==> src/rtl/swc_pkg.sv <==
package swc_pkg;
  // Strobes from control to datapath, one set per prescaler output period
  typedef struct packed {
    logic reload;   // end of divide cycle: load counters from shadow
    logic stepA;    // swallow count still running: decrement A
    logic takeNew;  // accepted write: update shadow registers
    logic useBin;   // candidate values come from the binary word
  } swcStrobe_t;
endpackage

==> src/rtl/swc_datapath.sv <==
module swc_datapath #(
  parameter int N_W   = 8,
  parameter int A_W   = 3,
  parameter int DEF_N = 10,
  parameter int DEF_A = 0
) (
  input  logic                 clk,
  input  logic                 rstN,
  input  swc_pkg::swcStrobe_t  strobe,
  input  logic [N_W-1:0]       cfgN,
  input  logic [A_W-1:0]       cfgA,
  input  logic [N_W+A_W-1:0]   binWord,
  output logic [N_W-1:0]       candN,
  output logic [A_W-1:0]       candA,
  output logic [N_W-1:0]       nCnt,
  output logic [A_W-1:0]       aCnt,
  output logic [N_W-1:0]       shN,
  output logic [A_W-1:0]       shA
);
  localparam logic [N_W-1:0] RST_N = N_W'(DEF_N);
  localparam logic [A_W-1:0] RST_A = A_W'(DEF_A);

  // Candidate values: split binary word (upper -> N, low bits -> A) or fields
  always_comb begin
    if (strobe.useBin) begin
      candN = binWord[N_W+A_W-1:A_W];
      candA = binWord[A_W-1:0];
    end else begin
      candN = cfgN;
      candA = cfgA;
    end
  end

  // Shadow registers: written at any time, read only at a boundary
  always_ff @(posedge clk or negedge rstN) begin
    if (!rstN) begin
      shN <= RST_N;
      shA <= RST_A;
    end else if (strobe.takeNew) begin
      shN <= candN;
      shA <= candA;
    end
  end

  // Main and swallow down-counters
  always_ff @(posedge clk or negedge rstN) begin
    if (!rstN) begin
      nCnt <= RST_N;
      aCnt <= RST_A;
    end else if (strobe.reload) begin
      nCnt <= shN;
      aCnt <= shA;
    end else begin
      nCnt <= nCnt - N_W'(1);
      if (strobe.stepA) aCnt <= aCnt - A_W'(1);
    end
  end
endmodule

==> src/rtl/swc_control.sv <==
module swc_control #(
  parameter int P   = 8,
  parameter int N_W = 8,
  parameter int A_W = 3
) (
  input  logic                 clk,
  input  logic                 rstN,
  input  logic                 cfgWrite,
  input  logic                 binWrite,
  input  logic [N_W-1:0]       candN,
  input  logic [A_W-1:0]       candA,
  input  logic [N_W-1:0]       nCnt,
  input  logic [A_W-1:0]       aCnt,
  output swc_pkg::swcStrobe_t  strobe,
  output logic                 modCtl,
  output logic                 refPulse,
  output logic                 cfgErr
);
  localparam bit BIN_OK = (P == 8) || (P == 16) || (P == 32) || (P == 64);
  localparam logic [A_W-1:0] A_TOP = A_W'(P - 1);

  logic binEn;
  logic anyWr;
  logic badCfg;

  // The binary split exists only for power-of-two P in the supported set
  generate
    if (BIN_OK) begin : gBin
      assign binEn = binWrite;
    end else begin : gNoBin
      logic unusedBin;
      assign unusedBin = binWrite;
      assign binEn = 1'b0;
    end
  endgenerate

  assign anyWr  = cfgWrite | binEn;
  assign badCfg = (candN == '0) || (N_W'(candA) > candN) || (candA > A_TOP);

  // Terminal decodes
  assign refPulse = (nCnt == N_W'(1));
  assign modCtl   = (aCnt == '0);

  always_comb begin
    strobe.reload  = refPulse;
    strobe.stepA   = !refPulse && (aCnt != '0);
    strobe.useBin  = !cfgWrite && binEn;
    strobe.takeNew = anyWr && !badCfg;
  end

  always_ff @(posedge clk or negedge rstN) begin
    if (!rstN) cfgErr <= 1'b0;
    else       cfgErr <= anyWr && badCfg;
  end
endmodule

==> src/rtl/swallow_ctrl_top.sv <==
module swallow_ctrl_top #(
  parameter int P     = 8,
  parameter int N_W   = 8,
  parameter int DEF_N = 10,
  parameter int DEF_A = 0
) (
  input  logic                          clk,
  input  logic                          rstN,
  input  logic                          cfgWrite,
  input  logic [N_W-1:0]                cfgN,
  input  logic [$clog2(P)-1:0]          cfgA,
  input  logic                          binWrite,
  input  logic [N_W+$clog2(P)-1:0]      binWord,
  output logic                          modCtl,
  output logic                          refPulse,
  output logic                          cfgErr
);
  localparam int A_W = $clog2(P);

  generate
    if (P < 3 || P > 128) begin : gBadP
      $error("prescaler modulus P out of range 3..128");
    end
    if (A_W > N_W || DEF_N < 1 || DEF_A > DEF_N || DEF_A > P - 1) begin : gBadDef
      $error("inconsistent width or reset defaults");
    end
  endgenerate

  swc_pkg::swcStrobe_t strobe;
  logic [N_W-1:0] candN;
  logic [A_W-1:0] candA;
  logic [N_W-1:0] nCnt;
  logic [A_W-1:0] aCnt;
  logic [N_W-1:0] shN;
  logic [A_W-1:0] shA;

  swc_control #(.P(P), .N_W(N_W), .A_W(A_W)) uCtl (
    .clk(clk), .rstN(rstN), .cfgWrite(cfgWrite), .binWrite(binWrite),
    .candN(candN), .candA(candA), .nCnt(nCnt), .aCnt(aCnt),
    .strobe(strobe), .modCtl(modCtl), .refPulse(refPulse), .cfgErr(cfgErr)
  );

  swc_datapath #(.N_W(N_W), .A_W(A_W), .DEF_N(DEF_N), .DEF_A(DEF_A)) uDp (
    .clk(clk), .rstN(rstN), .strobe(strobe), .cfgN(cfgN), .cfgA(cfgA),
    .binWord(binWord), .candN(candN), .candA(candA), .nCnt(nCnt),
    .aCnt(aCnt), .shN(shN), .shA(shA)
  );
endmodule

==> config.mk <==
export PLATFORM = sky130hd
export DESIGN_NAME = swallow_ctrl_top
export DESIGN_NICKNAME = d
export VERILOG_FILES = /design/src/rtl/swc_pkg.sv /design/src/rtl/swc_datapath.sv /design/src/rtl/swc_control.sv /design/src/rtl/swallow_ctrl_top.sv
export SDC_FILE = /design/constraint.sdc
export NUM_CORES = 1
export LEC_CHECK = 0
export BUFFER_PORTS_ARGS = -buffer_cell sky130_fd_sc_hd__buf_4
export CAP_MARGIN = 20
export CELL_PAD_IN_SITES_DETAIL_PLACEMENT = 1
export CELL_PAD_IN_SITES_GLOBAL_PLACEMENT = 1
export CORE_MARGIN = 2
export CORE_UTILIZATION = 35
export DETAILED_ROUTE_END_ITERATION = 8
export PLACE_DENSITY_LB_ADDON = 0.1
export REMOVE_ABC_BUFFERS = 1
export SYNTH_ARGS = -nofsm -noshare
export SYNTH_HDL_FRONTEND = slang
export SYNTH_SLANG_ARGS = --single-unit
==> constraint.sdc <==
create_clock -name clk -period 1.55 [get_ports clk]
set_input_delay 0.155 -clock clk [delete_from_list [all_inputs] [get_ports clk]]
set_output_delay 0.155 -clock clk [all_outputs]
set_load 0.005 [all_outputs]
* Yosys cells after proc, flatten, opt, wreduce, memory -nomap -nowiden
Index checks and enable logic that the tools add are counted.
Operators by class: add/sub/neg operators 2, mux-type cells 5, bitwise logic cells 1, magnitude comparators 2, equality and inequality tests 1, reduce and logical (&&, ||, !) cells 13
Operators with widths (count):
- $mux 8 | 2
- $mux 3 | 3
- $eq 8x1->1 const B | 1
- $gt 3x8->1 | 1
- $logic_not 8->1 | 1
- $sub 8x1->8 const B | 1
- $logic_and 1x1->1 | 4
- $gt 3x3->1 const B | 1
- $logic_not 1->1 | 3
- $logic_not 3->1 | 1
- $reduce_bool 3->1 | 1
- $sub 3x1->3 const B | 1
- $logic_or 1x1->1 | 2
- $reduce_bool 2->1 | 1
- $or 1x1->1 | 1
Storage, ports and cells: logic and storage cells 29, bits in registers 23, output and inout bits 3, input bits 26

* Longest topological paths before layout
depth after elaboration 8, mapped depth 11, depth with buffers taken out 9

* Cells and area by module
A second synthesis with hierarchy kept.
Second synthesis, totals: cell total of the unflattened synthesis 126, area total of the unflattened synthesis 1301.2 um2
Modules (own cells, without submodules):
- swc_datapath | instances 1, area each 1114.8 um2, cells each 100, seq. area each 555.5 um2
- swc_control | instances 1, area each 186.4 um2, cells each 26, seq. area each 25.0 um2

* Worst setup path before layout
No wires, ideal clock.
path kind input to register, start input cfgWrite, end register uDp.shA[1], required time 1425 ps, arrival time 2223 ps, path buffers 2, path slack -798 ps, cell stages on the path 10, library setup time 125 ps, cells stage by stage and2b_1 clkbuf_1 mux2i_1 ha_1 nand2_1 a211oi_1 o22ai_2 a31oi_1 buf_6 mux2_4
Between the ends: cells in the longest elaborated chain, start to end 8, elaborated cells between the ends (all ways) 12, those cells by class order compare: 2; mux: 2; bitwise: 1; reduce/logical: 7
Ends and longest elaborated chain:
- from (decl) | RTL line swallow_ctrl_top.sv:9 | input logic cfgWrite,
- $logic_not 1->1 | RTL line swc_control.sv:47 | strobe.useBin = !cfgWrite && binEn;
- $logic_and 1x1->1 | RTL line swc_control.sv:47
- $mux 3 or $mux 8 (tied branches) | RTL line swc_datapath.sv:25 | if (strobe.useBin) begin
- $gt 3x8->1 or $logic_not 8->1 (tied branches) | RTL line swc_control.sv:38 | assign badCfg = (candN == '0) || (N_W'(candA) > candN) || (candA > A_TOP);
- $logic_or 1x1->1 (2 in series) | RTL line swc_control.sv:38
- $logic_not 1->1 | RTL line swc_control.sv:48 | strobe.takeNew = anyWr && !badCfg;
- $logic_and 1x1->1 | RTL line swc_control.sv:48
- to (signal assigned) | RTL line swc_datapath.sv:41 | shA <= candA;
- to (decl) | RTL line swc_datapath.sv:18 | output logic [A_W-1:0] shA
Several ways; a longest one is shown, not always the timed one. A chain may end at the register's enable or synchronous reset.

* Worst setup path in the final report
start input cfgWrite, end register uDp.shN[0]
Between the ends: cells in the longest elaborated chain, start to end 8, elaborated cells between the ends (all ways) 12, those cells by class order compare: 2; mux: 2; bitwise: 1; reduce/logical: 7
Ends and longest elaborated chain:
- $logic_not 1->1 | RTL line swc_control.sv:47
- $logic_and 1x1->1 | RTL line swc_control.sv:47
- $mux 3 or $mux 8 (tied branches) | RTL line swc_datapath.sv:25
- $gt 3x8->1 or $logic_not 8->1 (tied branches) | RTL line swc_control.sv:38
- $logic_or 1x1->1 (2 in series) | RTL line swc_control.sv:38
- $logic_not 1->1 | RTL line swc_control.sv:48
- $logic_and 1x1->1 | RTL line swc_control.sv:48
- to (signal assigned) | RTL line swc_datapath.sv:40 | shN <= candN;
- to (decl) | RTL line swc_datapath.sv:17 | output logic [N_W-1:0] shN,
Several ways; a longest one is shown, not always the timed one.

==> run_results.csv <==
group,metric,value,unit
global_route,grt_pass1_wl,6090,um
sta,tns,-3810,ps
global_route,grt_max_degree,24,
setup_path,cp_cell_sequence,"buf_6 > and2b_2 > mux2i_4 > ha_4 > nor2_2 > a211oi_2 > o22ai_2 > a31oi_1 > buf_4 > mux2_4",
power_and_ir_drop,seqPwrFrac,48.2,%
setup_path,critPathCaptureType,"register",
cells_and_area,nets,243,
detailed_routing,wl_per_cell,14.0,um
setup_path,worst-path-buf-inv,2,
yosys,yosysTopAreaCell,"dfrtp_1",
setup_path,cp-startpoint,"cfgWrite",
run,maxCapViolCount,0,
clock_tree,cts_root_buffer,"clkbuf_8",
yosys,ys_ff_latch,23,
yosys,synth-async-reset-ratio,100,%
detailed_routing,viasPerCell,4.81,
yosys,synth_top_cells_by_area,"dfrtp_1 34%, mux2_4 9.6%, nand2_1 8.5%, dfstp_2 7.4%, ha_1 5.3%",
sta,fmaxAchievable,518,MHz
clock_tree,htreeDepth,1,
yosys,synth_top_area_share,33.6,%
worst_hold_path,hp-start,"binWord[9]",
cells_and_area,fillCellCount,460,
yosys,syn_area_per_cell,9.30,sq um
yosys,ys_seq_area_share,41.1,%
yosys,synthTopCellsByCount,"32 x nand2_1, 19 x dfrtp_1, 15 x nor2_1, 12 x a21oi_1",
floorplanning,num_io_pins,29,
cells_and_area,design_area,2030,sq um
yosys,syn_inst,152,
yosys,synthesis.area,1410,sq um
power_and_ir_drop,ir_worst_vdd,0.332,mV
sta,finalHoldViolCount,0,
setup_path,rrSetupSlack,110,ps
cells_and_area,drive_above_1_share,44.3,%
yosys,synth_flop_cell,"dfrtp_1",
setup_path,crit_family,"multiplexers",
global_route,grtUsageTotal,17.9,%
sta,rsz0062_at_grt,"true",
power_and_ir_drop,power.internal,1.03,mW
clock_tree,numCtsBuffers,3,
clock_tree,clockBufferDepth,2,
sta,slew_viol_final,0,
power_and_ir_drop,p_sw_share,25.2,%
power_and_ir_drop,power.density,676,nW/um^2
floorplanning,die_w,67.6,um
global_route,antenna_found_initial,0,
placed_design,portBuffers,28,
clock_tree,cts_tree,"done",
sta,layout_setup_ws,-380,ps
floorplanning,die_y,67.6,um
detailed_routing,wl,3650,um
floorplanning,core,3940,sq um
placed_design,gp_congestion,0.814,
detailed_routing,drc,0,
clock_tree,clk_latency,260,ps
sta,slew_headroom,69.9,%
sta,fin_crit,1930,ps
setup_path,crit_path_max_incr_delay,310,ps
setup_path,cp_max_fo,7,
setup_path,crit_required,1700,ps
power_and_ir_drop,leakage,1.00,nW
worst_hold_path,hold_path_class,"input pin to register",
yosys,yosys_warnings,0,
clock_tree,cts.sinks,23,
clock_tree,clk_pin_slew,80,ps
detailed_routing,ant_nets,0,
setup_path,crit_path_top_delay_cell,"mux2_4",
floorplanning,start_util,35.9,%
yosys,synth_edf_count,0,
run_status,status,"finished, violations left",
power_and_ir_drop,combinationalPowerShare,25.3,%
detailed_routing,dr.first_iter.drc_count,28,
yosys,synth_cell_types,30,
floorplanning,dieArea,4560,sq um
power_and_ir_drop,clock_power_share,26.5,%
global_route,grt_pass1_vias,1366,
detailed_routing,vias,1251,
sta,timing.hold.ws,233,ps
cells_and_area,final_cells,260,
cells_and_area,area_growth,43.9,%
power_and_ir_drop,p_switching,0.346,mW
yosys,synth.most_common_cell,"nand2_1",
setup_path,r2r-start,"uDp.nCnt[6]$_DFF_PN0_",
placed_design,placed_area,1810,sq um
detailed_routing,dr.pass1.iters,4,
setup_path,worstSetupStartpointType,"input pin",
cells_and_area,antennaDiodeCount,0,
global_route,gr-total-overflow,0,
run_status,violations,"setup timing",
floorplanning,rows,23,
setup_path,crit_arrival,2080,ps
setup_path,critPathKind,"input pin to register",
placed_design,dp_hpwl,2730,um
sta,skew,4.64,ps
sta,setup_viol_count_final,12,
sta,post-route-period-util,125,%
placed_design,place_inst,245,
sta,worst_pin_slew,449,ps
[registers in the layout, indices dropped and copies added, names as in the netlist]
register     flops
uCtl.cfgErr      1
uDp.aCnt         3
uDp.nCnt         8
uDp.shA          3
uDp.shN          8
[layout make-up]
| class | instances | area [sq um] | area share (%) |
|---|---|---|---|
| clock buffers | 4 | 45.0 | 2.21 |
| inverters | 9 | 33.8 | 1.66 |
| well taps | 50 | 62.6 | 3.08 |
| multi-input cells | 115 | 858 | 42.2 |
| flip-flops and latches | 23 | 581 | 28.5 |
| repair buffers | 59 | 454 | 22.3 |
[through the flow]
step	worst slack [ps]	util [%]	total power, mW
2_1_floorplan	-1230	-	0.805
3_3_place_gp	-712	45.8	0.945
3_5_place_dp	-824	45.8	0.960
4_1_cts	-374	51.4	1.38
5_1_grt	-435	51.6	1.45
6_report	-380	51.6	1.38
[cells by family (layout without fill, tap and decap cells)]
logic type | after synthesis | after routing | share of synthesized area (%)
AND/OR/NAND/NOR | 61 | 61 | 19.0
XOR/XNOR | 8 | 8 | 4.96
adder cells (fa/ha/maj) | 7 | 7 | 6.02
flip-flops | 23 | 23 | 41.1
buffers and inverters | 14 | 72 | 4.51
AO/OA/AOI/OAI | 23 | 23 | 9.82
multiplexers | 16 | 16 | 14.6
[cell usage in the layout (no fill, tap or decap), types with 5 or more instances in the layout]
cell     synthesis  final
a21oi_1         12     11
buf_4            0     54
dfrtp_1         19     19
inv_1            9      9
mux2_4           9     10
nand2_1         32     28
nor2_1          15     14
nor4_1           6      5
[worst register-to-register path: cells and delay by family, from the launching register on]
| kind | cells | cell delay, ps |
|---|---|---|
| AND/OR/NAND/NOR | 3 | 500 |
| AO/OA/AOI/OAI | 1 | 60 |
| buffers and inverters | 2 | 330 |
| flip-flops | 1 | 430 |
[metal layers]
metal,part of all wire [%],GRT usage [%],vias up
li1,-,-,628
met1,43,20.5,596
met2,53,33.2,23
met3,2.6,1.50,4
met4,1.8,8.42,0
met5,0,0,-
[path summary, 6_finish.rpt]
kind | end | cells after the start
worst max-delay path | uDp.shN[0]$_DFFE_PN0P_ | 10
worst min-delay path | uDp.shN[6]$_DFFE_PN0P_ | 4
worst max register to register | uDp.aCnt[0]$_DFFE_PN0P_ | 6
worst min register to register | uDp.nCnt[3]$_DFF_PN1_ | 2
max in group asynchronous | uDp.shN[3]$_DFFE_PN1P_ | 2
min in group asynchronous | uDp.shN[2]$_DFFE_PN0P_ | 2
[power groups by stage]
stage	Combinational [mW]	Clock (mW)	Sequential, mW
2_1_floorplan	0.142	0	0.663
3_3_place_gp	0.276	0	0.669
3_5_place_dp	0.287	0	0.673
4_1_cts	0.343	0.376	0.663
5_1_grt	0.378	0.406	0.667
6_report	0.348	0.364	0.663
[timing repair]
action,4_1_cts,5_1_grt
gates cloned,1,0
endpoints found under the setup margin,13,13
resized for setup,19,3
pin swaps,8,1
hold endpoints to repair,19,0
setup buffers,9,0
hold buffers,1,0
(Power assumes the default switching activity.)
